## config.mk

```make
export PLATFORM = sky130hd
export DESIGN_NAME = thermal_watch_ctrl
export DESIGN_NICKNAME = d
export VERILOG_FILES = /design/src/rtl/thw_pkg.sv /design/src/rtl/thw_regs.sv /design/src/rtl/thw_sched.sv /design/src/rtl/thw_chan.sv /design/src/rtl/thermal_watch_ctrl.sv
export SDC_FILE = /design/constraint.sdc
export NUM_CORES = 1
export LEC_CHECK = 0
export ABC_CLOCK_PERIOD_IN_PS = 3700
export BUFFER_PORTS_ARGS = -buffer_cell sky130_fd_sc_hd__buf_2
export CORE_ASPECT_RATIO = 1.1
export CORE_MARGIN = 4
export CORE_UTILIZATION = 60
export DETAILED_ROUTE_END_ITERATION = 7
export PLACE_DENSITY = 0.8
export SYNTH_ARGS = -nofsm -noshare
export SYNTH_HDL_FRONTEND = slang
export SYNTH_SLANG_ARGS = --single-unit
```

## constraint.sdc

```tcl
create_clock -name clk -period 3.7 [get_ports clk]
set_input_delay 0 -clock clk [delete_from_list [all_inputs] [get_ports clk]]
set_output_delay 0 -clock clk [all_outputs]
set_load 0.005 [all_outputs]
```

## src/rtl/thw_pkg.sv

```systemverilog
package thw_pkg;

  typedef enum logic {
    SQ_IDLE = 1'b0,
    SQ_BUSY = 1'b1
  } seq_st_t;

  localparam logic [7:0] A_CTRL = 8'h04;
  localparam logic [7:0] A_IEN  = 8'h08;
  localparam logic [7:0] A_PEND = 8'h0C;
  localparam logic [7:0] A_CODE = 8'h20;
  localparam logic [7:0] A_ITHR = 8'h30;
  localparam logic [7:0] A_STHR = 8'h40;
  localparam logic [7:0] A_IDEB = 8'h60;
  localparam logic [7:0] A_SDEB = 8'h64;
  localparam logic [7:0] A_NIVL = 8'h68;
  localparam logic [7:0] A_HIVL = 8'h6C;

  function automatic logic [7:0] ch_addr(input logic [7:0] base, input int idx);
    return base + 8'(idx * 4);
  endfunction

endpackage

```

## src/rtl/thw_regs.sv

```systemverilog
module thw_regs
  import thw_pkg::*;
#(
  parameter int NCH    = 2,
  parameter int CODE_W = 12,
  parameter int IVL_W  = 16,
  parameter int DEB_W  = 8
) (
  input  logic                          clk,
  input  logic                          rst_n,
  input  logic                          wr_en,
  input  logic [7:0]                    wr_addr,
  input  logic [31:0]                   wr_data,
  input  logic [7:0]                    rd_addr,
  output logic [31:0]                   rd_data,
  input  logic [NCH-1:0][CODE_W-1:0]    codes,
  input  logic [NCH-1:0]                evt,
  output logic                          auto_en,
  output logic [NCH-1:0]                act,
  output logic                          pol_high,
  output logic [NCH-1:0]                ien,
  output logic [NCH-1:0]                to_gpio,
  output logic [NCH-1:0]                to_rst,
  output logic [NCH-1:0]                pend,
  output logic [NCH-1:0][CODE_W-1:0]    ithr,
  output logic [NCH-1:0][CODE_W-1:0]    sthr,
  output logic [DEB_W-1:0]              ideb,
  output logic [DEB_W-1:0]              sdeb,
  output logic [IVL_W-1:0]              nivl,
  output logic [IVL_W-1:0]              hivl
);

  logic                       auto_d, pol_d;
  logic [NCH-1:0]             act_d, ien_d, gpio_d, rst_d, pend_d, clr;
  logic [NCH-1:0][CODE_W-1:0] ithr_d, sthr_d;
  logic [DEB_W-1:0]           ideb_d, sdeb_d;
  logic [IVL_W-1:0]           nivl_d, hivl_d;
  logic                       unused_wdata;

  assign unused_wdata = ^wr_data;

  always_comb begin
    auto_d = auto_en;  act_d  = act;     pol_d  = pol_high;
    ien_d  = ien;      gpio_d = to_gpio; rst_d  = to_rst;
    ithr_d = ithr;     sthr_d = sthr;
    ideb_d = ideb;     sdeb_d = sdeb;
    nivl_d = nivl;     hivl_d = hivl;
    clr    = '0;
    if (wr_en) begin
      case (wr_addr)
        A_CTRL: begin
          auto_d = wr_data[0];
          act_d  = wr_data[4 +: NCH];
          pol_d  = wr_data[8];
        end
        A_IEN: begin
          ien_d  = wr_data[0 +: NCH];
          gpio_d = wr_data[4 +: NCH];
          rst_d  = wr_data[8 +: NCH];
        end
        A_PEND:  clr    = wr_data[NCH-1:0];
        A_IDEB:  ideb_d = wr_data[DEB_W-1:0];
        A_SDEB:  sdeb_d = wr_data[DEB_W-1:0];
        A_NIVL:  nivl_d = wr_data[IVL_W-1:0];
        A_HIVL:  hivl_d = wr_data[IVL_W-1:0];
        default: ;
      endcase
      for (int i = 0; i < NCH; i++) begin
        if (wr_addr == ch_addr(A_ITHR, i)) ithr_d[i] = wr_data[CODE_W-1:0];
        if (wr_addr == ch_addr(A_STHR, i)) sthr_d[i] = wr_data[CODE_W-1:0];
      end
    end
    // a completing debounce wins over a simultaneous clear
    pend_d = (pend & ~clr) | evt;
  end

  always_ff @(posedge clk or negedge rst_n) begin
    if (!rst_n) begin
      auto_en  <= 1'b0;
      act      <= '0;
      pol_high <= 1'b0;
      ien      <= '0;
      to_gpio  <= '0;
      to_rst   <= '0;
      pend     <= '0;
      ithr     <= '0;
      sthr     <= '0;
      ideb     <= DEB_W'(4);
      sdeb     <= DEB_W'(4);
      nivl     <= IVL_W'(250);
      hivl     <= IVL_W'(50);
    end else begin
      auto_en  <= auto_d;
      act      <= act_d;
      pol_high <= pol_d;
      ien      <= ien_d;
      to_gpio  <= gpio_d;
      to_rst   <= rst_d;
      pend     <= pend_d;
      ithr     <= ithr_d;
      sthr     <= sthr_d;
      ideb     <= ideb_d;
      sdeb     <= sdeb_d;
      nivl     <= nivl_d;
      hivl     <= hivl_d;
    end
  end

  always_comb begin
    rd_data = '0;
    case (rd_addr)
      A_CTRL: begin
        rd_data[0]        = auto_en;
        rd_data[4 +: NCH] = act;
        rd_data[8]        = pol_high;
      end
      A_IEN: begin
        rd_data[0 +: NCH] = ien;
        rd_data[4 +: NCH] = to_gpio;
        rd_data[8 +: NCH] = to_rst;
      end
      A_PEND:  rd_data[NCH-1:0]   = pend;
      A_IDEB:  rd_data[DEB_W-1:0] = ideb;
      A_SDEB:  rd_data[DEB_W-1:0] = sdeb;
      A_NIVL:  rd_data[IVL_W-1:0] = nivl;
      A_HIVL:  rd_data[IVL_W-1:0] = hivl;
      default: ;
    endcase
    for (int i = 0; i < NCH; i++) begin
      if (rd_addr == ch_addr(A_CODE, i)) rd_data[CODE_W-1:0] = codes[i];
      if (rd_addr == ch_addr(A_ITHR, i)) rd_data[CODE_W-1:0] = ithr[i];
      if (rd_addr == ch_addr(A_STHR, i)) rd_data[CODE_W-1:0] = sthr[i];
    end
  end

  // every event seen must be pending on the following cycle
  assert_pend_set_R7: assert property (@(posedge clk) disable iff (!rst_n)
    (evt != '0) |=> ((pend & $past(evt)) == $past(evt)));

endmodule

```

## src/rtl/thw_sched.sv

```systemverilog
module thw_sched
  import thw_pkg::*;
#(
  parameter int NCH   = 2,
  parameter int IVL_W = 16
) (
  input  logic                                 clk,
  input  logic                                 rst_n,
  input  logic                                 tick,
  input  logic                                 auto_en,
  input  logic [NCH-1:0]                       act,
  input  logic                                 hot,
  input  logic [IVL_W-1:0]                     nivl,
  input  logic [IVL_W-1:0]                     hivl,
  input  logic                                 adc_ack,
  output logic                                 adc_req,
  output logic [$clog2(NCH > 1 ? NCH : 2)-1:0] adc_chan,
  output logic                                 smp_vld
);

  localparam int CH_W = $clog2(NCH > 1 ? NCH : 2);

  seq_st_t           st_q, st_d;
  logic [IVL_W-1:0]  cnt_q, cnt_d, per, per_eff;
  logic [CH_W-1:0]   cur_q, cur_d, first_ix, next_ix;
  logic              first_ok, next_ok, period_hit;

  always_comb begin
    first_ix = '0; first_ok = 1'b0;
    next_ix  = '0; next_ok  = 1'b0;
    for (int i = NCH - 1; i >= 0; i--) begin
      if (act[i]) begin
        first_ix = CH_W'(i);
        first_ok = 1'b1;
        if (i > int'(cur_q)) begin
          next_ix = CH_W'(i);
          next_ok = 1'b1;
        end
      end
    end
  end

  assign per        = hot ? hivl : nivl;
  assign per_eff    = (per == '0) ? IVL_W'(1) : per;
  assign period_hit = ({1'b0, cnt_q} + (IVL_W+1)'(1)) >= {1'b0, per_eff};

  always_comb begin
    st_d  = st_q;
    cnt_d = cnt_q;
    cur_d = cur_q;
    case (st_q)
      SQ_IDLE: begin
        if (!auto_en) begin
          cnt_d = '0;
        end else if (tick) begin
          if (period_hit) begin
            cnt_d = '0;
            if (first_ok) begin
              st_d  = SQ_BUSY;
              cur_d = first_ix;
            end
          end else begin
            cnt_d = cnt_q + IVL_W'(1);
          end
        end
      end
      default: begin
        if (adc_ack) begin
          if (next_ok && auto_en) begin
            cur_d = next_ix;
          end else begin
            st_d  = SQ_IDLE;
            cnt_d = '0;
          end
        end
      end
    endcase
  end

  always_ff @(posedge clk or negedge rst_n) begin
    if (!rst_n) begin
      st_q  <= SQ_IDLE;
      cnt_q <= '0;
      cur_q <= '0;
    end else begin
      st_q  <= st_d;
      cnt_q <= cnt_d;
      cur_q <= cur_d;
    end
  end

  assign adc_req  = (st_q == SQ_BUSY);
  assign adc_chan = cur_q;
  assign smp_vld  = adc_req && adc_ack;

  // request held with a stable channel until acknowledged
  assert_req_held_R3: assert property (@(posedge clk) disable iff (!rst_n)
    (adc_req && !adc_ack) |=> (adc_req && $stable(adc_chan)));
  // within a round the channel number only rises
  assert_ascending_R3: assert property (@(posedge clk) disable iff (!rst_n)
    (adc_req && adc_ack) |=> (!adc_req || (adc_chan > $past(adc_chan))));
  // with auto off no new request starts
  assert_stop_R9: assert property (@(posedge clk) disable iff (!rst_n)
    (!auto_en && !adc_req) |=> !adc_req);

endmodule

```

## src/rtl/thw_chan.sv

```systemverilog
module thw_chan #(
  parameter int CODE_W = 12,
  parameter int DEB_W  = 8,
  parameter bit FALLS  = 1'b1
) (
  input  logic              clk,
  input  logic              rst_n,
  input  logic              upd,
  input  logic [CODE_W-1:0] code_in,
  input  logic [CODE_W-1:0] ithr,
  input  logic [CODE_W-1:0] sthr,
  input  logic [DEB_W-1:0]  ideb,
  input  logic [DEB_W-1:0]  sdeb,
  output logic [CODE_W-1:0] code_q,
  output logic              over_q,
  output logic              irq_evt,
  output logic              shut_q
);

  logic              hot_i, hot_s, fire_i, fire_s, over_d, shut_d;
  logic [DEB_W-1:0]  icnt_q, scnt_q, icnt_n, scnt_n, icnt_d, scnt_d;
  logic [DEB_W-1:0]  ideb_eff, sdeb_eff;
  logic [CODE_W-1:0] code_d;

  generate
    if (FALLS) begin : g_falling
      assign hot_i = code_in < ithr;
      assign hot_s = code_in < sthr;
    end else begin : g_rising
      assign hot_i = code_in > ithr;
      assign hot_s = code_in > sthr;
    end
  endgenerate

  assign ideb_eff = (ideb == '0) ? DEB_W'(1) : ideb;
  assign sdeb_eff = (sdeb == '0) ? DEB_W'(1) : sdeb;

  always_comb begin
    icnt_n = hot_i ? ((&icnt_q) ? icnt_q : icnt_q + DEB_W'(1)) : '0;
    scnt_n = hot_s ? ((&scnt_q) ? scnt_q : scnt_q + DEB_W'(1)) : '0;
    fire_i = hot_i && (icnt_n >= ideb_eff);
    fire_s = hot_s && (scnt_n >= sdeb_eff);
    icnt_d = upd ? icnt_n : icnt_q;
    scnt_d = upd ? scnt_n : scnt_q;
    code_d = upd ? code_in : code_q;
    over_d = upd ? (hot_i || hot_s) : over_q;
    shut_d = shut_q || (upd && fire_s);
  end

  assign irq_evt = upd && fire_i;

  always_ff @(posedge clk or negedge rst_n) begin
    if (!rst_n) begin
      icnt_q <= '0;
      scnt_q <= '0;
      code_q <= '0;
      over_q <= 1'b0;
      shut_q <= 1'b0;
    end else begin
      icnt_q <= icnt_d;
      scnt_q <= scnt_d;
      code_q <= code_d;
      over_q <= over_d;
      shut_q <= shut_d;
    end
  end

  // a latched shutdown never releases
  assert_shut_latched_R8: assert property (@(posedge clk) disable iff (!rst_n)
    shut_q |=> shut_q);
  // an interrupt event needs a sample over the interrupt limit
  assert_evt_needs_hot_R6: assert property (@(posedge clk) disable iff (!rst_n)
    irq_evt |-> (upd && ((FALLS && code_in < ithr) || (!FALLS && code_in > ithr))));

endmodule

```

## src/rtl/thermal_watch_ctrl.sv

```systemverilog
module thermal_watch_ctrl #(
  parameter int NCH        = 2,
  parameter int CODE_W     = 12,
  parameter bit CODE_FALLS = 1'b1,
  parameter int IVL_W      = 16,
  parameter int DEB_W      = 8
) (
  input  logic                                 clk,
  input  logic                                 rst_n,
  input  logic                                 tick_ms,
  input  logic                                 reg_wr,
  input  logic [7:0]                           reg_waddr,
  input  logic [31:0]                          reg_wdata,
  input  logic [7:0]                           reg_raddr,
  output logic [31:0]                          reg_rdata,
  output logic                                 adc_req,
  output logic [$clog2(NCH > 1 ? NCH : 2)-1:0] adc_chan,
  input  logic                                 adc_ack,
  input  logic [CODE_W-1:0]                    adc_code,
  output logic                                 irq,
  output logic                                 shut_gpio,
  output logic                                 shut_rst
);

  logic                       auto_en, pol_high, smp_vld;
  logic [NCH-1:0]             act, ien, to_gpio, to_rst, pend, evt, over, shut;
  logic [NCH-1:0][CODE_W-1:0] codes, ithr, sthr;
  logic [DEB_W-1:0]           ideb, sdeb;
  logic [IVL_W-1:0]           nivl, hivl;
  logic                       gpio_on, rst_on;

  thw_regs #(.NCH(NCH), .CODE_W(CODE_W), .IVL_W(IVL_W), .DEB_W(DEB_W)) u_regs (
    .clk(clk), .rst_n(rst_n),
    .wr_en(reg_wr), .wr_addr(reg_waddr), .wr_data(reg_wdata),
    .rd_addr(reg_raddr), .rd_data(reg_rdata),
    .codes(codes), .evt(evt),
    .auto_en(auto_en), .act(act), .pol_high(pol_high),
    .ien(ien), .to_gpio(to_gpio), .to_rst(to_rst), .pend(pend),
    .ithr(ithr), .sthr(sthr), .ideb(ideb), .sdeb(sdeb),
    .nivl(nivl), .hivl(hivl)
  );

  thw_sched #(.NCH(NCH), .IVL_W(IVL_W)) u_sched (
    .clk(clk), .rst_n(rst_n), .tick(tick_ms),
    .auto_en(auto_en), .act(act), .hot(|over),
    .nivl(nivl), .hivl(hivl),
    .adc_ack(adc_ack), .adc_req(adc_req), .adc_chan(adc_chan),
    .smp_vld(smp_vld)
  );

  generate
    for (genvar g = 0; g < NCH; g++) begin : g_ch
      thw_chan #(.CODE_W(CODE_W), .DEB_W(DEB_W), .FALLS(CODE_FALLS)) u_chan (
        .clk(clk), .rst_n(rst_n),
        .upd(smp_vld && (int'(adc_chan) == g)),
        .code_in(adc_code),
        .ithr(ithr[g]), .sthr(sthr[g]),
        .ideb(ideb), .sdeb(sdeb),
        .code_q(codes[g]), .over_q(over[g]),
        .irq_evt(evt[g]), .shut_q(shut[g])
      );
    end
  endgenerate

  assign irq       = |(pend & ien);
  assign gpio_on   = |(shut & to_gpio);
  assign rst_on    = |(shut & to_rst);
  assign shut_gpio = pol_high ? gpio_on : ~gpio_on;
  assign shut_rst  = pol_high ? rst_on  : ~rst_on;

endmodule

```

==> impl_metrics.py, run 1 <==
metrics = {
    "outcome": {
        "outcome": "finished, final reports clean",
    },
    "setup_path": {
        "end_kind": "flop",
        "r2r_end": "g_ch[0].u_chan.shut_q",
        "r2r_cells": 15,
        "cp_max_fo": 3,
        "required_ps": 4030,
        "crit_type": "reg2reg",
        "worstPathArrival_ps": 3850,
        "r2r-start": "u_regs.sthr[6]",
        "reg2reg_slack_ps": 180,
        "cp-start-kind": "flop",
    },
    "route": {
        "first_pass_iters": 6,
        "final_antenna_net_count": 0,
        "vias_per_cell": 6.45,
        "vias": 10763,
        "finalWirelength_mm": 35.6,
        "drt-initial-drc-count": 1174,
        "drc": 0,
        "route.detailed.wl_per_inst_um": 21.3,
    },
    "cts": {
        "numCtsBuffers": 17,
        "cts_tree": "yes",
        "clock_latency_ps": 440,
        "h-tree-depth": 4,
        "cts.clk_slew.worst_paths_ps": 80,
        "ctsLongestPathBuffers": 2,
        "post_cts_buffers": 0,
        "clock_sinks": 186,
        "root_buffer": "clkbuf_16",
    },
    "final_layout": {
        "final_nets": 1564,
        "fill_cells": 1503,
        "multi_input_area_um2": 6970,
        "drive_gt1_frac": 0.169,
        "fin_cells": 1668,
        "layout_common_cells": "nand2_1, dfrtp_1, ha_1, o21ai_0, nor2_1",
        "ff_latch_area_um2": 4670,
        "area_growth_pct": 11.6,
        "layout_commonest_cell": "nand2_1",
    },
    "logic_synthesis": {
        "synthCells": 1321,
        "synth_simple_gate_area_frac": 0.163,
        "yosysTopAreaCell": "dfrtp_1",
        "synth_warnings": 0,
        "synthTopCellsByArea": "dfrtp_1, ha_1, mux2_2",
        "synth-compound-area-share": 0.199,
        "synth_edf_count": 0,
        "synth_xor_area_frac": 0.0172,
        "synth_top_cell_area_share": 0.358,
        "ys_seq_area_frac": 0.382,
        "synth-seq-cells": 186,
        "syn_avg_cell_area_um2": 9.25,
        "synth_fa_ha_area_frac": 0.0993,
        "synthFlopType": "dfrtp_1",
        "synth.cell_area_um2": 12200,
        "synth_mux_area_frac": 0.0858,
        "synth_top_family_by_area": "compound AO/OA/AOI/OAI gates",
        "yosysUniqueCellTypes": 84,
        "async_flop_share": 1.00,
    },
    "power": {
        "irDropWorstVdd_uv": 320,
        "power_density_nw_per_um2": 351,
        "p_leak_nw": 6.71,
    },
    "floorplanning": {
        "rows": 54,
        "core_area_um2": 19900,
        "dieArea_um2": 22700,
        "start_util": 0.613,
        "die_y_um": 158,
        "fp.dieW_um": 144,
        "io_pins": 102,
    },
    "grt": {
        "grt_pass1_wl_mm": 56.3,
        "grt_start_max_net_pins": 100,
        "overflow": 0,
        "grt_pass1_vias": 10526,
        "grt_use_total": 0.321,
        "antenna_found_initial": 2,
    },
    "sta": {
        "report.final.slew_viol_count": 0,
        "timing.slew.headroom": 0.214,
        "max_freq_mhz": 284,
        "rsz0062_at_grt": "false",
        "setup-tns-final_ps": 0,
        "period_share": 0.951,
        "setup_violations": 0,
        "clock_skew_ps": 14.1,
        "worst_pin_slew_ps": 1170,
        "hold_viol_final": 0,
        "period_needed_ps": 3520,
    },
    "place": {
        "io_buffer_count": 69,
        "dpl.cell_count": 1606,
        "gp_congestion": 1.05,
        "place_hpwl_mm": 25.4,
    },
    "worst_hold_path": {
        "min_path_type": "in2reg",
        "min_to": "u_regs.pend[0]",
        "worstHoldStart": "reg_wdata[0]",
        "hold_depth": 3,
    },
    "run": {
        "drv_cap": 0,
    },
}
synth_stat cells (14+ instances only):
master	n
buf_4	17
a32o_1	14
dfrtp_1	175
a22oi_1	16
a21o_1	28
nand3_1	40
a21oi_1	57
a22o_1	14
inv_1	69
a31oi_1	28
o22ai_1	15
nand2_1	183
clkbuf_1	34
ha_1	97
o21a_1	14
nand2b_1	24
mux2i_1	26
buf_2	16
nor2_1	82
and3_1	15
o21ai_0	89
mux2_2	66
what timing repair did:
item / CTS / global route
setup endpoints to repair: 0 / 15
gates resized for setup: 0 / 1
hold buffers: 29 / 0
hold endpoints to repair: 164 / 0
kinds of logic after synthesis:
family          Yosys count
compound gates          355
xor+xnor                 24
flops                   186
simple gates            421
mux                      94
buf+inv                 143
other cells               1
fa+ha+maj                97
routing by layer:
metal | share of wire | global-route usage | vias to the layer above
met2 | 0.47 | 0.518 | 505
met5 | 0 | 0 | -
met4 | 0.039 | 0.125 | 0
met3 | 0.087 | 0.0640 | 97
met1 | 0.40 | 0.427 | 5236
li1 | - | - | 4925
through the flow:
step / hold slack, ps / area [µm²] / setup WS [ps] / util / total power, mW
6_report: 16.2 / 13600 / 181 / 0.684 / 4.79
5_1_grt: 4.97 / 13600 / 10.6 / 0.684 / 4.97
4_1_cts: 2.04 / 13600 / 173 / 0.684 / 4.79
3_5_place_dp: 148 / 12700 / 222 / 0.639 / 2.89
3_3_place_gp: 137 / 12700 / 288 / 0.639 / 2.87
2_1_floorplan: -296 / 12300 / 556 / - / 2.64
power by group:
part           internal, mW  leakage [nW]  total [mW]  switching [mW]
Combinational         0.282          4.09       0.723           0.441
Sequential             2.11          2.32        2.18          0.0640
Clock                 0.971         0.297        1.89           0.914
registers in the layout (all words and copies together), names as in the netlist, 2 cells and up:
signal and cells:
g_ch.u_chan.code_q 24, u_regs.ithr 24, u_regs.sthr 24, g_ch.u_chan.icnt_q 16
g_ch.u_chan.scnt_q 16, u_regs.hivl 16, u_regs.nivl 16, u_sched.cnt_q 16
u_regs.ideb 8, u_regs.sdeb 8, g_ch.u_chan.over_q 2, g_ch.u_chan.shut_q 2
u_regs.act 2, u_regs.ien 2, u_regs.pend 2, u_regs.to_gpio 2
u_regs.to_rst 2
worst max-delay path by stage:
stage | from | to | slack, ps | depth (start not counted)
floorplan | u_regs.ithr[18] | u_regs.pend[1] | 560 | 15
global placement | u_regs.ithr[6] | u_regs.pend[0] | 290 | 14
detailed placement | u_regs.sthr[6] | g_ch[0].u_chan.shut_q | 220 | 15
CTS | g_ch[1].u_chan.over_q | u_sched.cnt_q[11] | 170 | 14
global route | u_regs.ithr[6] | u_regs.pend[0] | 10 | 14
finish | u_regs.sthr[6] | g_ch[0].u_chan.shut_q | 180 | 15
worst max-delay path, stage by stage (launching register included):
cell and delay [ps]:
dfrtp_1 370, inv_1 60, ha_1 290, a21o_1 190, a211oi_1 410, o211ai_1 240
a21oi_1 300, buf_4 190, nand2_1 50, ha_1 290, nand2b_1 150, a21o_1 170
a21o_1 180, a41oi_1 230, o21ai_0 120, a21o_1 180
final cells by class:
class,instances,area share
tap,252,0.0231
clock inverter,15,0.0131
clock buffer,17,0.0312
multi-input combinational,1007,0.511
antenna,1,0.000183
timing repair buffer,121,0.0599
inverter,69,0.0190
sequential,186,0.342
Power figures use the tool's default switching activity.
==> run 2: changes to the inputs <==
--- a/config.mk
+++ b/config.mk
@@ -5,6 +5,7 @@
 export SDC_FILE = /design/constraint.sdc
 export NUM_CORES = 1
 export LEC_CHECK = 0
+export ABC_AREA = 1
 export ABC_CLOCK_PERIOD_IN_PS = 3700
 export BUFFER_PORTS_ARGS = -buffer_cell sky130_fd_sc_hd__buf_2
 export CORE_ASPECT_RATIO = 1.1
==> impl_metrics.py, run 2 <==
metrics = {
    "power": {
        "irDropWorstVdd_uv": 322,
        "intPower_mw": 3.33,
        "p_leak_nw": 6.49,
        "seqPwrFrac": 0.458,
        "switching_share": 0.297,
        "switching_power_mw": 1.41,
        "combPwrFrac": 0.138,
        "clkPwrFrac": 0.403,
        "power_density_nw_per_um2": 358,
    },
    "cts": {
        "clock_latency_ps": 450,
        "numCtsBuffers": 17,
        "ctsHoldBuffers": 22,
        "ctsResizeCount": 0,
        "h-tree-depth": 4,
        "ctsLongestPathBuffers": 2,
        "cts_tree": "yes",
        "root_buffer": "clkbuf_16",
        "cts.clk_slew.worst_paths_ps": 80,
        "post_cts_buffers": 0,
        "clock_sinks": 186,
    },
    "setup_path": {
        "slowest_stage": "dfrtp_1",
        "end_kind": "flop",
        "cp_max_fo": 9,
        "path_buf_inv": 3,
        "crit_type": "reg2reg",
        "worstPathArrival_ps": 3290,
        "path_common_cell": "nor3_4",
        "required_ps": 4010,
        "reg2reg_slack_ps": 720,
        "cp-start-kind": "flop",
        "path_cells": "inv_2 > nor3_4 > nand3_2 > nor3_4 > xor2_1 > inv_1 > ha_1 > nand2_1 > nor3_1 > nor3b_1 > nand3b_1 > nand3_4 > inv_4 > nand3_1 > o21ai_0",
        "cp_top_family": "simple AND/OR/NAND/NOR gates",
        "slowest_delay_ps": 420,
    },
    "final_layout": {
        "antenna_cells": 0,
        "layout_common_cells": "nand2_1, inv_1, o21ai_0, dfrtp_1, ha_1",
        "fin_cells": 1899,
        "drive_gt1_frac": 0.106,
        "final_nets": 1801,
        "layout_commonest_cell": "nand2_1",
        "fin_util": 0.686,
        "area_growth_pct": 11.3,
        "largest_registers": "g_ch.u_chan.code_q x24, u_regs.ithr x24, u_regs.sthr x24",
    },
    "run": {
        "drv_cap": 0,
    },
    "sta": {
        "period_needed_ps": 2980,
        "hold_viol_final": 0,
        "clock_skew_ps": 13.2,
        "worst_pin_slew_ps": 1150,
        "setup_violations": 0,
        "rsz0062_at_grt": "false",
        "timing.slew.headroom": 0.235,
        "report.final.slew_viol_count": 0,
        "max_freq_mhz": 336,
        "setup-tns-final_ps": 0,
        "period_share": 0.806,
    },
    "route": {
        "vias_per_cell": 5.71,
        "finalWirelength_mm": 32.3,
        "drt-initial-drc-count": 852,
        "drc": 0,
        "final_antenna_net_count": 0,
        "vias": 10850,
        "route.detailed.wl_per_inst_um": 17.0,
        "first_pass_iters": 5,
    },
    "logic_synthesis": {
        "synth-seq-cells": 186,
        "synthCells": 1563,
        "synth_edf_count": 0,
        "synth.most_common_cell": "nand2_1",
        "synthTopCellsByCount": "nand2_1, inv_1, o21ai_0, dfrtp_1, ha_1",
        "synth.cell_area_um2": 11900,
        "ys_seq_area_frac": 0.392,
        "synthFlopType": "dfrtp_1",
        "yosysUniqueCellTypes": 50,
        "yosysTopAreaCell": "dfrtp_1",
        "synthTopCellsByArea": "dfrtp_1, nand2_1, ha_1",
        "async_flop_share": 1.00,
        "syn_avg_cell_area_um2": 7.61,
        "synth_top_cell_area_share": 0.368,
        "synth_warnings": 0,
    },
    "floorplanning": {
        "io_pins": 102,
        "start_util": 0.617,
        "fp.dieW_um": 142,
        "die_y_um": 156,
        "core_area_um2": 19300,
        "rows": 53,
        "dieArea_um2": 22200,
    },
    "grt": {
        "grt_pass1_wl_mm": 52.7,
        "met2_usage": 0.507,
        "grt_start_max_net_pins": 103,
        "grt_use_total": 0.300,
        "busiest_layer": "met2",
        "met3_usage": 0.0558,
        "grt_pass1_vias": 10497,
        "grtUsageMet1": 0.378,
        "overflow": 0,
        "antenna_found_initial": 0,
    },
    "place": {
        "io_buffer_count": 69,
        "place_hpwl_mm": 23.3,
        "dpl.cell_count": 1845,
        "gp_congestion": 0.923,
    },
    "worst_hold_path": {
        "min_path_type": "in2reg",
    },
    "outcome": {
        "outcome": "finished, final reports clean",
    },
}
## run 2: cell count changes after synthesis, moves of 19 or more
| cell | change |
|---|---|
| o21ai_1 | +19 |
| a31oi_1 | -27 |
| nand3_1 | +22 |
| mux2i_1 | -26 |
| a21o_1 | -28 |
| nand2_1 | +208 |
| nand4_1 | +22 |
| nand2b_1 | -24 |
| mux2_2 | -66 |
| inv_1 | +167 |
| o21ai_0 | +113 |
## run 2: through the flow
| stage | hold WS (ps) | worst slack [ps] | total power [mW] | cell area [µm²] |
|---|---|---|---|---|
| floorplan | -296 | 1110 | 2.62 | 12000 |
| global placement | 99.9 | 845 | 2.80 | 12400 |
| detailed placement | 95.4 | 765 | 2.84 | 12400 |
| CTS | 33.1 | 736 | 4.75 | 13200 |
| global route | 48.5 | 417 | 4.95 | 13200 |
| finish | 32.7 | 719 | 4.74 | 13200 |
## run 2: worst paths after layout
path | start | to | cells past startpoint
worst max-delay path | u_sched.cnt_q[2] | u_sched.cnt_q[4] | 15
worst min-delay path | reg_wdata[8] | u_regs.nivl[8] | 3
worst max register to register | u_sched.cnt_q[2] | u_sched.cnt_q[4] | 15
worst min register to register | g_ch[1].u_chan.shut_q | g_ch[1].u_chan.shut_q | 2
max in group asynchronous | rst_n | u_regs.hivl[5] | 3
min in group asynchronous | rst_n | u_regs.sthr[17] | 2
## run 2: cells by family after synthesis
logic type	after synthesis	synth area share
and+or+nand+nor	613	0.228
AOI/OAI and AO/OA	336	0.156
buffers and inverters	304	0.102
DFF	186	0.392
adders and majority gates	97	0.102
xor gates and xnor gates	26	0.0198
other	1	0.000315
## run 2: final cells by class
cell class	count	area, µm²
Clock buffer	17	425
Clock inverter	15	198
Fill cell	1570	6050
Inverter	249	940
Multi-Input combinational cell	1088	6070
Sequential cell	186	4670
Tap cell	247	309
Timing Repair Buffer	97	632
## run 2: power groups by stage
stage	clock network (mW)	registers (mW)	logic (mW)
floorplan	0	2.19	0.422
global placement	0	2.21	0.598
detailed placement	0	2.21	0.626
CTS	1.93	2.17	0.650
global route	2.02	2.18	0.754
finish	1.91	2.17	0.656
## run 2: worst min-delay path: cells and delay by family
family / cells / cell delay, ps
buf+inv: 2 / 240
compound gates: 1 / 200
## run 2: layer usage
layer | routed length (µm) | share of wire
met4 | 1410 | 0.043
met1 | 13000 | 0.40
met2 | 15500 | 0.48
met3 | 2350 | 0.073
met5 | 0 | 0
==> run 3: changes to the inputs <==
--- a/config.mk
+++ b/config.mk
@@ -6,7 +6,7 @@
 export NUM_CORES = 1
 export LEC_CHECK = 0
 export ABC_AREA = 1
-export ABC_CLOCK_PERIOD_IN_PS = 3700
+export ABC_CLOCK_PERIOD_IN_PS = 2950
 export BUFFER_PORTS_ARGS = -buffer_cell sky130_fd_sc_hd__buf_2
 export CORE_ASPECT_RATIO = 1.1
 export CORE_MARGIN = 4
==> constraint.sdc (replaced) <==
create_clock -name clk -period 2.95 [get_ports clk]
set_input_delay 0 -clock clk [delete_from_list [all_inputs] [get_ports clk]]
set_output_delay 0 -clock clk [all_outputs]
set_load 0.005 [all_outputs]
==> impl_metrics.py, run 3 (same netlist as run 2, synthesis figures left out) <==
metrics = {
    "grt": {
        "grt_pass1_wl_mm": 53.4,
        "antenna_found_initial": 0,
        "grt_use_total": 0.305,
        "overflow": 0,
        "grt_pass1_vias": 10736,
        "grt_start_max_net_pins": 69,
    },
    "setup_path": {
        "r2r_cells": 14,
        "crit_type": "reg2reg",
        "cp_max_fo": 9,
        "end_kind": "flop",
        "worstPathArrival_ps": 3250,
        "required_ps": 3270,
        "cp-start-kind": "flop",
    },
    "final_layout": {
        "layout_commonest_cell": "nand2_1",
        "drive_gt1_frac": 0.131,
        "antenna_cells": 0,
        "area_growth_pct": 13.8,
        "layout_common_cells": "nand2_1, inv_1, o21ai_0, dfrtp_1, ha_1",
        "fin_cells": 1918,
        "final_nets": 1820,
        "largest_registers": "g_ch.u_chan.code_q x24, u_regs.ithr x24, u_regs.sthr x24",
        "fin_util": 0.702,
    },
    "floorplanning": {
        "dieArea_um2": 22200,
        "rows": 53,
        "start_util": 0.617,
        "fp.dieW_um": 142,
        "io_pins": 102,
        "die_y_um": 156,
        "core_area_um2": 19300,
    },
    "cts": {
        "root_buffer": "clkbuf_16",
        "clock_sinks": 186,
        "cts_tree": "yes",
        "numCtsBuffers": 17,
        "cts.clk_slew.worst_paths_ps": 80,
        "ctsLongestPathBuffers": 2,
        "clock_latency_ps": 450,
        "h-tree-depth": 4,
    },
    "route": {
        "finalWirelength_mm": 33.4,
        "route.detailed.wl_per_inst_um": 17.4,
        "vias": 11011,
        "final_antenna_net_count": 0,
        "drt-initial-drc-count": 942,
        "first_pass_iters": 6,
        "vias_per_cell": 5.74,
        "drc": 0,
    },
    "outcome": {
        "outcome": "finished, final reports clean",
    },
    "sta": {
        "rsz0062_at_grt": "true",
        "max_freq_mhz": 341,
        "worst_pin_slew_ps": 1140,
        "setup-tns-final_ps": 0,
        "hold_viol_final": 0,
        "timing.slew.headroom": 0.237,
        "report.final.slew_viol_count": 0,
        "period_share": 0.993,
        "period_needed_ps": 2930,
        "setup_violations": 0,
        "setup_slack_ps": 19.8,
        "clock_skew_ps": 13.6,
    },
    "power": {
        "p_total_mw": 5.99,
        "p_leak_nw": 6.59,
        "switching_power_mw": 1.74,
        "intPower_mw": 4.25,
        "irDropWorstVdd_uv": 427,
        "clkPwrFrac": 0.401,
        "power_density_nw_per_um2": 442,
        "switching_share": 0.290,
        "seqPwrFrac": 0.455,
        "combPwrFrac": 0.145,
    },
    "worst_hold_path": {
        "hold_depth": 3,
        "min_path_type": "in2reg",
    },
    "place": {
        "place_hpwl_mm": 23.9,
        "io_buffer_count": 69,
        "gp_congestion": 0.944,
        "place_ws_ps": 29.1,
        "dpl.cell_count": 1856,
    },
    "run": {
        "drv_cap": 0,
    },
}
## run 3: changes by cell type in the layout (fill, tap and decap cells not counted), sizes merged
| cell | change |
|---|---|
| inv | -2 |
| clkinv | -1 |
| clkinvlp | +2 |
| buf | +18 |
| dlygate4sd3 | +1 |
| bufinv | +1 |
## run 3: cell type report
class,count,area [µm²]
inverter,249,940
clock inverter,15,184
fill,1510,5760
sequential,186,4670
tap,247,309
clock buffer,17,425
timing repair buffer,116,802
multi-input combinational,1088,6210
## run 3: metal layers
layer	track usage	wire (µm)	vias to the layer above
met3	0.0460	2340	106
met4	0.148	1460	0
met1	0.389	13300	5170
li1	-	-	5283
met2	0.508	16200	452
met5	0	0	-
## run 3: worst paths after layout
path                                  start               endpoint  slack (ps)
max                        u_sched.cnt_q[0]       u_sched.cnt_q[0]          20
min                            reg_wdata[2]        u_regs.sthr[14]          50
max reg2reg                u_sched.cnt_q[0]       u_sched.cnt_q[0]          20
min reg2reg                 u_regs.ithr[11]        u_regs.ithr[11]         490
max in group asynchronous             rst_n  g_ch[0].u_chan.shut_q        1970
min in group asynchronous             rst_n        u_regs.sthr[17]         100
## run 3: power by group through the flow
stage	Combinational, mW	Clock [mW]	Sequential (mW)
after floorplan	0.529	0	2.75
after global placement	0.763	0	2.77
after detailed placement	0.796	0	2.77
after CTS	0.833	2.42	2.72
after global routing	0.986	2.53	2.74
final	0.866	2.40	2.72
## run 3: worst max-delay path, cell delays in order, from the launching register on
cell	delay (ps)
dfrtp_1	400
inv_2	80
nor3_4	220
nand3_2	150
nor3_4	300
nand3_2	140
xnor2_2	190
ha_4	310
nand4_1	120
nor4_1	310
nand2_1	140
nand3_4	190
inv_4	90
nand3_1	80
o21ai_0	80
## run 3: what timing repair did
item,4_1_cts,5_1_grt
endpoints found under the setup margin,0,22
resized for setup,0,28
hold buffers,23,0
buffers inserted,0,7
hold endpoints to repair,121,0
## run 3: metrics by stage
step	hold slack (ps)	instance area, µm²
after floorplan	-296	12000
after global placement	36.3	12500
after detailed placement	34.1	12500
after CTS	37.2	13400
after global routing	53.0	13500
final	51.8	13500
